[config.mk]
export PLATFORM = sky130hd
export DESIGN_NAME = seq_irq_core
export DESIGN_NICKNAME = d
export VERILOG_FILES = /design/src/rtl/seq_pkg.sv /design/src/rtl/seq_cond_eval.sv /design/src/rtl/seq_ret_stack.sv /design/src/rtl/seq_irq_gate.sv /design/src/rtl/seq_irq_core.sv
export SDC_FILE = /design/constraint.sdc
export NUM_CORES = 1
export LEC_CHECK = 0
export BUFFER_PORTS_ARGS = -buffer_cell sky130_fd_sc_hd__buf_2
export CAP_MARGIN = 20
export CORE_ASPECT_RATIO = 1.4
export CORE_MARGIN = 2
export CORE_UTILIZATION = 67
export CTS_BUF_LIST = sky130_fd_sc_hd__clkbuf_8
export DETAILED_ROUTE_END_ITERATION = 10
export GPL_TIMING_DRIVEN = 0
export PLACE_DENSITY_LB_ADDON = 0.1
export SLEW_MARGIN = 20
export SYNTH_ARGS = -nofsm -noshare
export SYNTH_HDL_FRONTEND = slang
export SYNTH_HIERARCHICAL = 1
export SYNTH_SLANG_ARGS = --single-unit
[constraint.sdc]
create_clock -name clk -period 7.4 [get_ports clk]
set_input_delay 1.11 -clock clk [delete_from_list [all_inputs] [get_ports clk]]
set_output_delay 1.11 -clock clk [all_outputs]
set_load 0.01 [all_outputs]
[src/rtl/seq_pkg.sv]
package seq_pkg;
    localparam int OP_W = 4;

    localparam logic [OP_W-1:0] OP_NOP  = 4'd0;
    localparam logic [OP_W-1:0] OP_JMP  = 4'd1;
    localparam logic [OP_W-1:0] OP_CALL = 4'd2;
    localparam logic [OP_W-1:0] OP_RET  = 4'd3;
    localparam logic [OP_W-1:0] OP_SETF = 4'd4;
    localparam logic [OP_W-1:0] OP_CLRF = 4'd5;
    localparam logic [OP_W-1:0] OP_PUSH = 4'd6;
    localparam logic [OP_W-1:0] OP_POP  = 4'd7;

    typedef enum logic [1:0] {
        ST_FETCH = 2'd0,
        ST_EXEC  = 2'd1,
        ST_LOOP  = 2'd2
    } seq_state_e;
endpackage

[src/rtl/seq_cond_eval.sv]
module seq_cond_eval #(
    parameter int FSEL_W = 4,
    localparam int NFLAG = 1 << FSEL_W
) (
    input  logic              negate,
    input  logic [FSEL_W-1:0] sel,
    input  logic [NFLAG-1:0]  flags,
    output logic              pass
);
    localparam logic [FSEL_W-1:0] SEL_TOP = '1;

    always_comb begin
        if (negate && (sel == SEL_TOP)) begin
            pass = 1'b1;
        end else begin
            pass = flags[sel] ^ negate;
        end
    end
endmodule

[src/rtl/seq_ret_stack.sv]
module seq_ret_stack #(
    parameter int DEPTH = 8,
    parameter int W     = 7,
    localparam int PW   = $clog2(DEPTH),
    localparam int CW   = $clog2(DEPTH + 1)
) (
    input  logic          clk,
    input  logic          rst_n,
    input  logic          push,
    input  logic          pop,
    input  logic [W-1:0]  wdata,
    output logic [W-1:0]  top,
    output logic [CW-1:0] depth
);
    typedef struct packed {
        logic [PW-1:0] ptr;
        logic [CW-1:0] cnt;
    } rs_t;

    localparam logic [CW-1:0] FULL = CW'(DEPTH);

    rs_t rs_q, rs_d;
    logic [W-1:0] mem_q [DEPTH];
    logic [PW-1:0] top_idx;

    always_comb begin
        rs_d = rs_q;
        if (push) begin
            rs_d.ptr = rs_q.ptr + PW'(1);
            if (rs_q.cnt != FULL) rs_d.cnt = rs_q.cnt + CW'(1);
        end else if (pop && (rs_q.cnt != '0)) begin
            rs_d.ptr = rs_q.ptr - PW'(1);
            rs_d.cnt = rs_q.cnt - CW'(1);
        end
    end

    always_ff @(posedge clk) begin
        if (!rst_n) rs_q <= '0;
        else        rs_q <= rs_d;
    end

    for (genvar i = 0; i < DEPTH; i++) begin : g_entry
        always_ff @(posedge clk) begin
            if (!rst_n)                             mem_q[i] <= '0;
            else if (push && (rs_q.ptr == PW'(i)))  mem_q[i] <= wdata;
        end
    end

    assign top_idx = rs_q.ptr - PW'(1);
    assign top     = mem_q[top_idx];
    assign depth   = rs_q.cnt;

    assert_depth_bound_R10: assert property (@(posedge clk) disable iff (!rst_n)
        rs_q.cnt <= FULL);
    assert_push_grows_R10: assert property (@(posedge clk) disable iff (!rst_n)
        (push && (rs_q.cnt != FULL)) |=> (rs_q.cnt == $past(rs_q.cnt) + CW'(1)));
    assert_push_visible_R10: assert property (@(posedge clk) disable iff (!rst_n)
        push |=> (top == $past(wdata)));
endmodule

[src/rtl/seq_irq_gate.sv]
module seq_irq_gate (
    input  logic clk,
    input  logic rst_n,
    input  logic irq,
    input  logic in_fetch,
    input  logic irq_masked,
    input  logic fixup_pend,
    input  logic reti_fire,
    output logic take
);
    typedef struct packed {
        logic pend;
        logic defer;
    } gate_t;

    gate_t gt_q, gt_d;

    always_comb begin
        take = in_fetch & gt_q.pend & ~irq_masked & ~gt_q.defer & ~fixup_pend;
        gt_d.pend  = irq | (gt_q.pend & ~take);
        gt_d.defer = gt_q.defer;
        if (in_fetch)  gt_d.defer = 1'b0;
        if (reti_fire) gt_d.defer = 1'b1;
    end

    always_ff @(posedge clk) begin
        if (!rst_n) gt_q <= '0;
        else        gt_q <= gt_d;
    end

    assert_irq_latched_R7: assert property (@(posedge clk) disable iff (!rst_n)
        irq |=> gt_q.pend);
    assert_reti_skips_check_R5: assert property (@(posedge clk) disable iff (!rst_n)
        reti_fire |=> (in_fetch && !take));
endmodule

[src/rtl/seq_irq_core.sv]
module seq_irq_core
    import seq_pkg::*;
#(
    parameter int AW       = 7,
    parameter int FSEL_W   = 4,
    parameter int RS_DEPTH = 8,
    parameter int DSP_W    = 8,
    parameter int CNT_W    = 4,
    parameter int VECTOR   = 'h70,
    localparam int NFLAG   = 1 << FSEL_W,
    localparam int IW      = OP_W + 1 + FSEL_W + AW,
    localparam int RCW     = $clog2(RS_DEPTH + 1)
) (
    input  logic             clk,
    input  logic             rst_n,
    input  logic             irq,
    input  logic [IW-1:0]    instr,
    output logic [AW-1:0]    pc,
    output logic             in_fetch,
    output logic             irq_ack,
    output logic [NFLAG-1:0] flags,
    output logic [RCW-1:0]   rs_depth,
    output logic [AW-1:0]    rs_top,
    output logic [DSP_W-1:0] dsp
);
    localparam logic [AW-1:0]     VEC_A  = AW'(VECTOR);
    localparam int                MASK   = NFLAG - 1;
    localparam logic [FSEL_W-1:0] SEL_TOP = '1;
    localparam int                NEG_B  = AW + FSEL_W;

    typedef struct packed {
        seq_state_e       state;
        logic [AW-1:0]    pc;
        logic [IW-1:0]    ir;
        logic [NFLAG-1:0] flags;
        logic [CNT_W-1:0] cnt;
        logic [DSP_W-1:0] fix_amt;
        logic             fixup;
        logic [DSP_W-1:0] dsp;
    } core_t;

    core_t st_q, st_d;

    logic [OP_W-1:0]   ir_op;
    logic              ir_neg;
    logic [FSEL_W-1:0] ir_sel;
    logic [AW-1:0]     ir_addr;
    logic [CNT_W-1:0]  ir_cnt;
    logic              cond_pass;
    logic              take;
    logic              rs_push, rs_pop, reti_fire;
    logic [AW-1:0]     rs_wdata;
    logic [DSP_W-1:0]  cnt_ext;

    assign ir_op   = st_q.ir[IW-1 -: OP_W];
    assign ir_neg  = st_q.ir[NEG_B];
    assign ir_sel  = st_q.ir[AW +: FSEL_W];
    assign ir_addr = st_q.ir[AW-1:0];
    assign ir_cnt  = st_q.ir[CNT_W-1:0];

    seq_cond_eval #(.FSEL_W(FSEL_W)) u_cond (
        .negate (ir_neg),
        .sel    (ir_sel),
        .flags  (st_q.flags),
        .pass   (cond_pass)
    );

    seq_irq_gate u_gate (
        .clk        (clk),
        .rst_n      (rst_n),
        .irq        (irq),
        .in_fetch   (in_fetch),
        .irq_masked (st_q.flags[MASK]),
        .fixup_pend (st_q.fixup),
        .reti_fire  (reti_fire),
        .take       (take)
    );

    seq_ret_stack #(.DEPTH(RS_DEPTH), .W(AW)) u_rs (
        .clk   (clk),
        .rst_n (rst_n),
        .push  (rs_push),
        .pop   (rs_pop),
        .wdata (rs_wdata),
        .top   (rs_top),
        .depth (rs_depth)
    );

    assign in_fetch = (st_q.state == ST_FETCH);
    assign irq_ack  = take;

    always_comb begin
        st_d      = st_q;
        rs_push   = 1'b0;
        rs_pop    = 1'b0;
        rs_wdata  = st_q.pc;
        reti_fire = 1'b0;
        cnt_ext   = {{(DSP_W-CNT_W){1'b0}}, ir_cnt};
        unique case (st_q.state)
            ST_FETCH: begin
                if (take) begin
                    rs_push           = 1'b1;
                    st_d.pc           = VEC_A;
                    st_d.flags[MASK]  = 1'b1;
                end else begin
                    st_d.ir    = instr;
                    st_d.pc    = st_q.pc + AW'(1);
                    st_d.state = ST_EXEC;
                    if (st_q.fixup) begin
                        st_d.dsp   = st_q.dsp + st_q.fix_amt;
                        st_d.fixup = 1'b0;
                    end
                end
            end
            ST_EXEC: begin
                st_d.state = ST_FETCH;
                case (ir_op)
                    OP_JMP: begin
                        if (cond_pass) st_d.pc = ir_addr;
                    end
                    OP_CALL: begin
                        if (cond_pass) begin
                            rs_push = 1'b1;
                            st_d.pc = ir_addr;
                        end
                    end
                    OP_RET: begin
                        if (cond_pass) begin
                            rs_pop  = 1'b1;
                            st_d.pc = rs_top;
                            if (!ir_neg && (ir_sel == SEL_TOP)) begin
                                st_d.flags[MASK] = 1'b0;
                                reti_fire        = 1'b1;
                            end
                        end
                    end
                    OP_SETF: st_d.flags[ir_sel] = 1'b1;
                    OP_CLRF: st_d.flags[ir_sel] = 1'b0;
                    OP_PUSH, OP_POP: begin
                        if (ir_cnt != '0) begin
                            st_d.fix_amt = (ir_op == OP_PUSH) ? cnt_ext
                                                              : (~cnt_ext + DSP_W'(1));
                            if (ir_cnt == CNT_W'(1)) begin
                                st_d.fixup = 1'b1;
                            end else begin
                                st_d.cnt   = ir_cnt - CNT_W'(2);
                                st_d.state = ST_LOOP;
                            end
                        end
                    end
                    default: ;
                endcase
            end
            ST_LOOP: begin
                if (st_q.cnt == '0) begin
                    st_d.state = ST_FETCH;
                    st_d.fixup = 1'b1;
                end else begin
                    st_d.cnt = st_q.cnt - CNT_W'(1);
                end
            end
            default: st_d.state = ST_FETCH;
        endcase
    end

    always_ff @(posedge clk) begin
        if (!rst_n) st_q <= '0;
        else        st_q <= st_d;
    end

    assign pc    = st_q.pc;
    assign flags = st_q.flags;
    assign dsp   = st_q.dsp;

    assert_entry_vector_R4: assert property (@(posedge clk) disable iff (!rst_n)
        irq_ack |=> (st_q.flags[MASK] && (st_q.pc == VEC_A) && (st_q.state == ST_FETCH)));
    assert_entry_saves_pc_R4: assert property (@(posedge clk) disable iff (!rst_n)
        irq_ack |=> (rs_top == $past(st_q.pc)));
    assert_no_back_to_back_R6: assert property (@(posedge clk) disable iff (!rst_n)
        irq_ack |=> !irq_ack);
    assert_loop_atomic_R8: assert property (@(posedge clk) disable iff (!rst_n)
        (st_q.state == ST_LOOP) |=> !irq_ack);
    assert_reti_unmasks_R5: assert property (@(posedge clk) disable iff (!rst_n)
        reti_fire |=> (!st_q.flags[MASK] && !irq_ack));
endmodule

==> summary.txt, run 1 <==
POWER AND IR DROP
------------------------------------------------------------------------------------
Cell Int Power ........................................................      1.23 mW
P_sw ..................................................................       504 uW
Max VDD drop ..........................................................   0.000178 V
Sw Ratio ..............................................................        0.290
Sequential group share of total power .................................        0.467
PwrDens ...............................................................   213 nW/um2
Clock group share of total power ......................................        0.346
Relative contribution of combinational cells to total power ...........        0.187
Leakage power total ...................................................      3.51 nW

TIMING
------------------------------------------------------------------------------------
# setup viols final ...................................................            0
Worst Clk Skew ........................................................   0.00907 ns
Setup repair after global routing missed its margin ...................           no
Crit path setup slack, layout .........................................      2.79 ns
Slew margin rel. ......................................................        0.443
Min Tclk post-route ...................................................      4.61 ns
Final Cycle Share .....................................................        0.623
Final max-slew violation count ........................................            0
Transition time at the pin with the least slew margin .................     0.826 ns
Hold violation total from the final report ............................            0
Final hold slack ......................................................     0.477 ns
TNS Setup .............................................................         0 ns
Max Freq ..............................................................      217 MHz

SYNTHESIS
------------------------------------------------------------------------------------
Area of the mapped netlist ............................................     7240 um2
Ys async rst share ....................................................            0
Syn_area_per_cell .....................................................     10.4 um2
Yosys warns ...........................................................            6
Main synth FF type ....................................................      dfxtp_1
Post-synthesis instance total .........................................          696
Distinct cells, synth .................................................           81
Number of enable flip-flop cells after synthesis ......................           56
Register area share after synthesis ...................................        0.426
Net count after synthesis .............................................          743
Number of synthesized register bits ...................................          126

ROUTE
------------------------------------------------------------------------------------
Drt via density .......................................................         5.93
Final wirelength ......................................................     17000 um
Antenna viol nets, final ..............................................            0
Starting DRT DRC Count ................................................          343
DR vias ...............................................................         5506
Mean routed wirelength per cell .......................................      18.3 um
Number of detailed-routing iterations run before antenna repair .......            5
Post-route DRC ........................................................            0

WORST SETUP PATH
------------------------------------------------------------------------------------
Reg-to-reg slack, setup ...............................................      2.79 ns
Worst r2r path cells ..................................................           12
WP data arrival .......................................................      4.93 ns
Cell family contributing the most delay on the critical path .......... multiplexers
Worst path depth ......................................................           12
CP Launch Type ........................................................     register
Critical Path Fanout Max ..............................................           12
Critical Setup Path Class ............................................. register to register
Count of buffering cells on the critical path with inverters included .            1
Critical-path top delay cell ..........................................      o41ai_2
Slowest stage delay, CP ...............................................      0.70 ns
CP Capture Type .......................................................     register
Worst flop-to-flop path startpoint .................................... ir_sel[3]$_SDFFE_PN0P_
Endpoint of the most critical setup path .............................. u_rs/depth[3]$_SDFFE_PN0P_
RR Endpoint ........................................................... u_rs/depth[3]$_SDFFE_PN0P_
Series of cell instances along the critical path ...................... mux4_1 > mux2i_1 > mux2i_1 > mux2i_1 > nand2_1 > o41ai_2 > inv_1 > ha_1 > and3_1 > or3_1 > a211oi_1 > nor3b_1
Worst EP required .....................................................      7.72 ns
Origin of the worst setup path ........................................ ir_sel[3]$_SDFFE_PN0P_
Cell repeated most along the worst path ...............................      mux2i_1

CLOCK TREE
------------------------------------------------------------------------------------
Number of buffers created by CTS ......................................           17
Number of hold buffers added after CTS ................................            0
Clock latency reported for the late side of the worst-skew pair .......      0.44 ns
Post-CTS resize count .................................................            0
Post CTS Setup Buffer Count ...........................................            0
Clock transition at the registers of the reported paths ...............      0.07 ns
Clk sink count ........................................................          126
Max Buffers Root-to-Sink ..............................................            2
TritonCTS clock tree ..................................................          yes
Clock root buffer .....................................................     clkbuf_8
H-tree level count ....................................................            4

GRT
------------------------------------------------------------------------------------
Global-route wire length before repair ................................     27400 um
Total gr overflow .....................................................            0
Overall routing resource usage ........................................        0.303
Pin count of the biggest net entering global routing ..................           17
Antenna violations before repair ......................................            0
Number of global-route vias before repair .............................         5569

PLACE
------------------------------------------------------------------------------------
Final Wtd Congestion ..................................................        0.906
Detailed-placement wirelength estimate ................................     12400 um
Quantity of I/O buffers inserted on ports .............................           62
Setup slack at placement ..............................................      2.89 ns
Number of placed instances, taps included .............................          896

DIE
------------------------------------------------------------------------------------
Die height ............................................................       127 um
Num rows ..............................................................           44
Area inside the core boundary .........................................    10500 um2
Starting Density ......................................................        0.693
Total die area ........................................................    11700 um2
Io pins ...............................................................           63
Horizontal die dimension ..............................................      91.9 um

STATUS
------------------------------------------------------------------------------------
Status ................................................................ finished, final reports clean

FINAL LAYOUT
------------------------------------------------------------------------------------
Multi-input gate area in the final layout .............................     3650 um2
Non-filler instance count after layout ................................          928
Number of nets at the end of the flow .................................          824
FILL cells ............................................................          703
Fraction of the core area covered by cells at the end of the flow .....        0.777
Share of layout cells above drive strength 1 ..........................        0.230
Register Area .........................................................     3080 um2
Synth-to-layout area growth ...........................................        12.2%
Number of diodes added for antenna fixing .............................            0

MIN PATH
------------------------------------------------------------------------------------
Hold/Removal Path Class ............................................... register to register

FLOW RUN
------------------------------------------------------------------------------------
Max_cap viols .........................................................            0

-- worst min path at each step --
| stage | start | to | slack (ns) | cells past startpoint |
|---|---|---|---|---|
| global placement | u_gate/gt_q[1]$_SDFF_PN0_ | u_gate/gt_q[1]$_SDFF_PN0_ | 0.44 | 2 |
| global route | st_q[16]$_SDFFE_PN0P_ | st_q[16]$_SDFFE_PN0P_ | 0.50 | 2 |
| floorplan | u_gate/gt_q[1]$_SDFF_PN0_ | u_gate/gt_q[1]$_SDFF_PN0_ | 0.43 | 2 |
| detailed placement | u_gate/gt_q[1]$_SDFF_PN0_ | u_gate/gt_q[1]$_SDFF_PN0_ | 0.45 | 2 |
| CTS | u_gate/gt_q[1]$_SDFF_PN0_ | u_gate/gt_q[1]$_SDFF_PN0_ | 0.47 | 2 |
| finish | dsp[7]$_SDFFE_PN0P_ | dsp[7]$_SDFFE_PN0P_ | 0.48 | 2 |
-- worst reg2reg max path: stages (launching register included) --
cell	delay, ns
dfxtp_1	0.66
mux4_1	0.64
mux2i_1	0.21
mux2i_1	0.11
mux2i_1	0.31
nand2_1	0.18
o41ai_2	0.70
inv_1	0.36
ha_1	0.43
and3_1	0.18
or3_1	0.37
a211oi_1	0.27
nor3b_1	0.09
-- per-stage QoR --
stage	cell area (um2)	power, mW
final	8130	1.73
after global routing	8130	1.80
after CTS	8130	1.74
after detailed placement	7730	1.15
after global placement	7730	1.13
after floorplan	7240	1.04
-- Yosys cell counts, drive strengths merged, types with 8 or more instances --
| master | n | area share |
|---|---|---|
| inv | 23 | 0.012 |
| clkbuf | 18 | 0.011 |
| nand3 | 18 | 0.012 |
| a21boi | 29 | 0.030 |
| buf | 48 | 0.049 |
| ha | 26 | 0.045 |
| mux2 | 10 | 0.016 |
| nor3 | 8 | 0.0062 |
| edfxtp | 56 | 0.23 |
| o211a | 8 | 0.011 |
| mux4 | 18 | 0.060 |
| mux2i | 19 | 0.026 |
| and3 | 11 | 0.0095 |
| dfxtp | 70 | 0.19 |
| nand2 | 108 | 0.056 |
| o21ai | 14 | 0.0097 |
| and2 | 65 | 0.056 |
| nor2b | 17 | 0.015 |
| a21oi | 14 | 0.010 |
| nor2 | 16 | 0.0083 |
-- logic make-up after synthesis --
family | after synthesis | share of synthesized area
multiplexers | 47 | 0.102
flip-flops | 126 | 0.426
buffers and inverters | 89 | 0.0720
XOR/XNOR | 11 | 0.0143
AO/OA/AOI/OAI | 114 | 0.120
adder cells (fa/ha/maj) | 28 | 0.0504
AND/OR/NAND/NOR | 281 | 0.215
-- final cells by class --
type | instances | share of cell area
flip-flops and latches | 126 | 0.379
plain buffers | 66 | 0.0536
well taps | 138 | 0.0213
repair buffers | 62 | 0.0382
inverters | 23 | 0.0106
clock buffers | 17 | 0.0288
multi-input cells | 481 | 0.449
clock inverters | 15 | 0.0192
-- power by group through the flow --
| stage | logic [mW] | registers [mW] | clock network (mW) |
|---|---|---|---|
| after global placement | 0.309 | 0.822 | 0 |
| after global routing | 0.353 | 0.815 | 0.637 |
| after CTS | 0.323 | 0.809 | 0.605 |
| after floorplan | 0.234 | 0.804 | 0 |
| final | 0.324 | 0.810 | 0.599 |
| after detailed placement | 0.321 | 0.825 | 0 |
-- layer usage --
layer,GRT usage,part of all wire,vias up
li1,-,-,2615
met1,0.323,0.37,2656
met2,0.566,0.54,185
met3,0.0554,0.050,50
met4,0.157,0.040,0
met5,0,0,-
-- placed cells by master (no fill, tap or decap), types with 5 or more instances in the layout --
cell | Yosys | routed
a21boi_1 | 5 | 5
a21boi_0 | 24 | 24
dfxtp_1 | 70 | 70
nor2_1 | 16 | 16
o21ai_0 | 14 | 14
mux4_1 | 8 | 8
ha_1 | 26 | 26
mux2i_1 | 19 | 19
and3_1 | 11 | 11
nand2b_1 | 6 | 6
a21oi_1 | 13 | 13
mux2_2 | 9 | 9
buf_4 | 36 | 36
nor2b_1 | 17 | 17
edfxtp_1 | 56 | 56
inv_1 | 22 | 24
buf_2 | 8 | 70
o21a_1 | 7 | 7
xor2_1 | 5 | 5
and2_1 | 64 | 64
mux4_2 | 10 | 10
nor3_1 | 7 | 7
nand2_1 | 108 | 108
o211a_1 | 8 | 8
nand3_1 | 18 | 18
or3_1 | 5 | 5
clkbuf_8 | 1 | 18
clkbuf_1 | 16 | 16
xnor2_1 | 5 | 5
Power figures use the tool's default switching activity.
==> run 2, diff against run 1 <==
--- a/config.mk
+++ b/config.mk
@@ -9,7 +9,7 @@
 export CAP_MARGIN = 20
 export CORE_ASPECT_RATIO = 1.4
 export CORE_MARGIN = 2
-export CORE_UTILIZATION = 67
+export CORE_UTILIZATION = 62
 export CTS_BUF_LIST = sky130_fd_sc_hd__clkbuf_8
 export DETAILED_ROUTE_END_ITERATION = 10
 export GPL_TIMING_DRIVEN = 0
==> constraint.sdc (replaced) <==
create_clock -name clk -period 4.5 [get_ports clk]
set_input_delay 0.675 -clock clk [delete_from_list [all_inputs] [get_ports clk]]
set_output_delay 0.675 -clock clk [all_outputs]
set_load 0.01 [all_outputs]
==> run 2 against run 1 <==
Compared with the run above: first-iteration DRC count down 27%; highest routed layer unchanged; die area up 7.8%; clock skew up 0.0037 ns; final cell count up 0.65%; sequential share of layout area down 0.25 points; core utilization down 5.5 points; clock power up 82%; worst setup slack worse by 2.5 ns; critical path depth unchanged; combinational power up 68%.
==> summary.txt, run 2 (synthesized netlist as in run 1, its figures left out) <==
TIMING
--------------------------------------------------------------------------------
Hold violation total from the final report ........................            0
Slew margin rel. ..................................................        0.527
Max Freq ..........................................................      239 MHz
Final Cycle Share .................................................        0.930
Final max-slew violation count ....................................            0
Setup repair after global routing missed its margin ...............           no
# setup viols final ...............................................            0
TNS Setup .........................................................         0 ns
Worst Clk Skew ....................................................    0.0128 ns
Transition time at the pin with the least slew margin .............     0.710 ns
Min Tclk post-route ...............................................      4.18 ns

WORST SETUP PATH
--------------------------------------------------------------------------------
WP data arrival ...................................................      4.52 ns
Series of cell instances along the critical path .................. mux4_1 > mux2i_1 > mux2i_1 > mux2i_1 > nand2_1 > o41ai_4 > inv_1 > ha_1 > and3_1 > or3_1 > a211oi_1 > nor3b_1
Critical Path Fanout Max ..........................................           12
CP Capture Type ...................................................     register
Critical Setup Path Class ......................................... register to register
Critical-path top delay cell ......................................       mux4_1
Worst r2r path cells ..............................................           12
Cell repeated most along the worst path ...........................      mux2i_1
CP Launch Type ....................................................     register
Slowest stage delay, CP ...........................................      0.63 ns
Worst EP required .................................................      4.84 ns

GRT
--------------------------------------------------------------------------------
Pin count of the biggest net entering global routing ..............           17
Overall routing resource usage ....................................        0.298
Total gr overflow .................................................            0
Global-route wire length before repair ............................     28400 um
Number of global-route vias before repair .........................         5489
Antenna violations before repair ..................................            0

MIN PATH
--------------------------------------------------------------------------------
Hold/Removal Path Class ........................................... primary input to register
Hold Path Depth ...................................................            3

CLOCK TREE
--------------------------------------------------------------------------------
Clock transition at the registers of the reported paths ...........      0.08 ns
Clock root buffer .................................................     clkbuf_8
Max Buffers Root-to-Sink ..........................................            2
TritonCTS clock tree ..............................................          yes
Clock latency reported for the late side of the worst-skew pair ...      0.46 ns
Post-CTS resize count .............................................            1
Number of hold buffers added after CTS ............................            0
Post CTS Setup Buffer Count .......................................            0
Clk sink count ....................................................          126
Number of buffers created by CTS ..................................           17
H-tree level count ................................................            4

POWER AND IR DROP
--------------------------------------------------------------------------------
PwrDens ...........................................................   362 nW/um2
Final Power .......................................................      2.97 mW
Leakage power total ...............................................      3.53 nW
Max VDD drop ......................................................   0.000206 V

PLACE
--------------------------------------------------------------------------------
Quantity of I/O buffers inserted on ports .........................           62
Final Wtd Congestion ..............................................        0.864
Detailed-placement wirelength estimate ............................     12700 um
Number of placed instances, taps included .........................          902

FINAL LAYOUT
--------------------------------------------------------------------------------
Number of nets at the end of the flow .............................          824
Synth-to-layout area growth .......................................        13.0%
Leading cell type in the layout, fill and taps excluded ...........      nand2_1
Commonest cells after routing, fill and taps aside ................ nand2_1, buf_2, dfxtp_1
Number of diodes added for antenna fixing .........................            0
Non-filler instance count after layout ............................          934
Fraction of the core area covered by cells at the end of the flow .        0.722
Share of layout cells above drive strength 1 ......................        0.238

STATUS
--------------------------------------------------------------------------------
Status ............................................................ finished, final reports clean

DIE
--------------------------------------------------------------------------------
Area inside the core boundary .....................................    11300 um2
Starting Density ..................................................        0.639
Horizontal die dimension ..........................................      95.4 um
Total die area ....................................................    12600 um2
Die height ........................................................       132 um
Io pins ...........................................................           63
Num rows ..........................................................           46

ROUTE
--------------------------------------------------------------------------------
Detailed-route wire length on metal 1 .............................      6610 um
Met2 layer wire length in the routed design .......................      9480 um
Total length of routed met3 wires .................................       937 um
Top routing layer in use ..........................................         met4
Drt via density ...................................................         5.96
Final wirelength ..................................................     17900 um
Starting DRT DRC Count ............................................          249
Antenna viol nets, final ..........................................            0
Post-route DRC ....................................................            0
Mean routed wirelength per cell ...................................      19.2 um
DR vias ...........................................................         5569
Number of detailed-routing iterations run before antenna repair ...            5

FLOW RUN
--------------------------------------------------------------------------------
Max_cap viols .....................................................            0

[run 2: changes by cell type in the layout (fill, tap and decap cells not counted), moves of 2 or more]
cell,before,now
dfxtp_1,70,68
clkinvlp_4,3,1
dfxtp_2,0,2
inv_1,24,22
clkinv_2,4,0
clkinv_1,2,0
inv_6,0,8
[run 2: per-layer routing]
layer,vias to the layer above,track usage
met5,-,0
met4,0,0.159
met3,63,0.0583
met2,199,0.518
met1,2693,0.336
li1,2614,-
[run 2: worst paths after layout]
check                          startpoint                    endpoint  slack, ns
setup / recovery   ir_sel[3]$_SDFFE_PN0P_  u_rs/depth[3]$_SDFFE_PN0P_       0.32
hold / removal                        irq   u_gate/gt_q[1]$_SDFF_PN0_       0.42
hold reg to reg   ir_addr[4]$_SDFFE_PN0P_     ir_addr[4]$_SDFFE_PN0P_       0.47
setup reg to reg   ir_sel[3]$_SDFFE_PN0P_  u_rs/depth[3]$_SDFFE_PN0P_       0.32
[run 2: power breakdown]
group          internal (mW)  leakage (nW)  switching [mW]
clock network          0.567         0.215           0.522
registers               1.25          1.15          0.0835
logic                  0.238          2.17           0.306
[run 2: area by class of cell]
class | count | area (um2)
timing repair buffer | 62 | 310
inverter | 23 | 86.3
fill | 842 | 3150
tap | 144 | 180
sequential | 126 | 3090
buffer | 66 | 435
clock inverter | 15 | 196
clock buffer | 17 | 234
multi-input combinational | 481 | 3660
[run 2: worst max-delay path: cells and delay by family (launching register included)]
| kind | cells | cell delay [ns] |
|---|---|---|
| muxes | 4 | 1.22 |
| and+or+nand+nor | 4 | 0.88 |
| AOI/OAI and AO/OA | 2 | 0.75 |
| DFF | 1 | 0.52 |
| adders and majority gates | 1 | 0.40 |
| buffers and inverters | 1 | 0.30 |
[run 2: metrics by stage]
stage	setup slack, ns	cell area, um2	hold slack, ns
after floorplan	0.410	7240	0.431
after global placement	-0.503	7730	0.443
after detailed placement	-0.0186	7740	0.459
after CTS	0.158	8180	0.413
after global routing	0.101	8190	0.443
final	0.316	8190	0.422
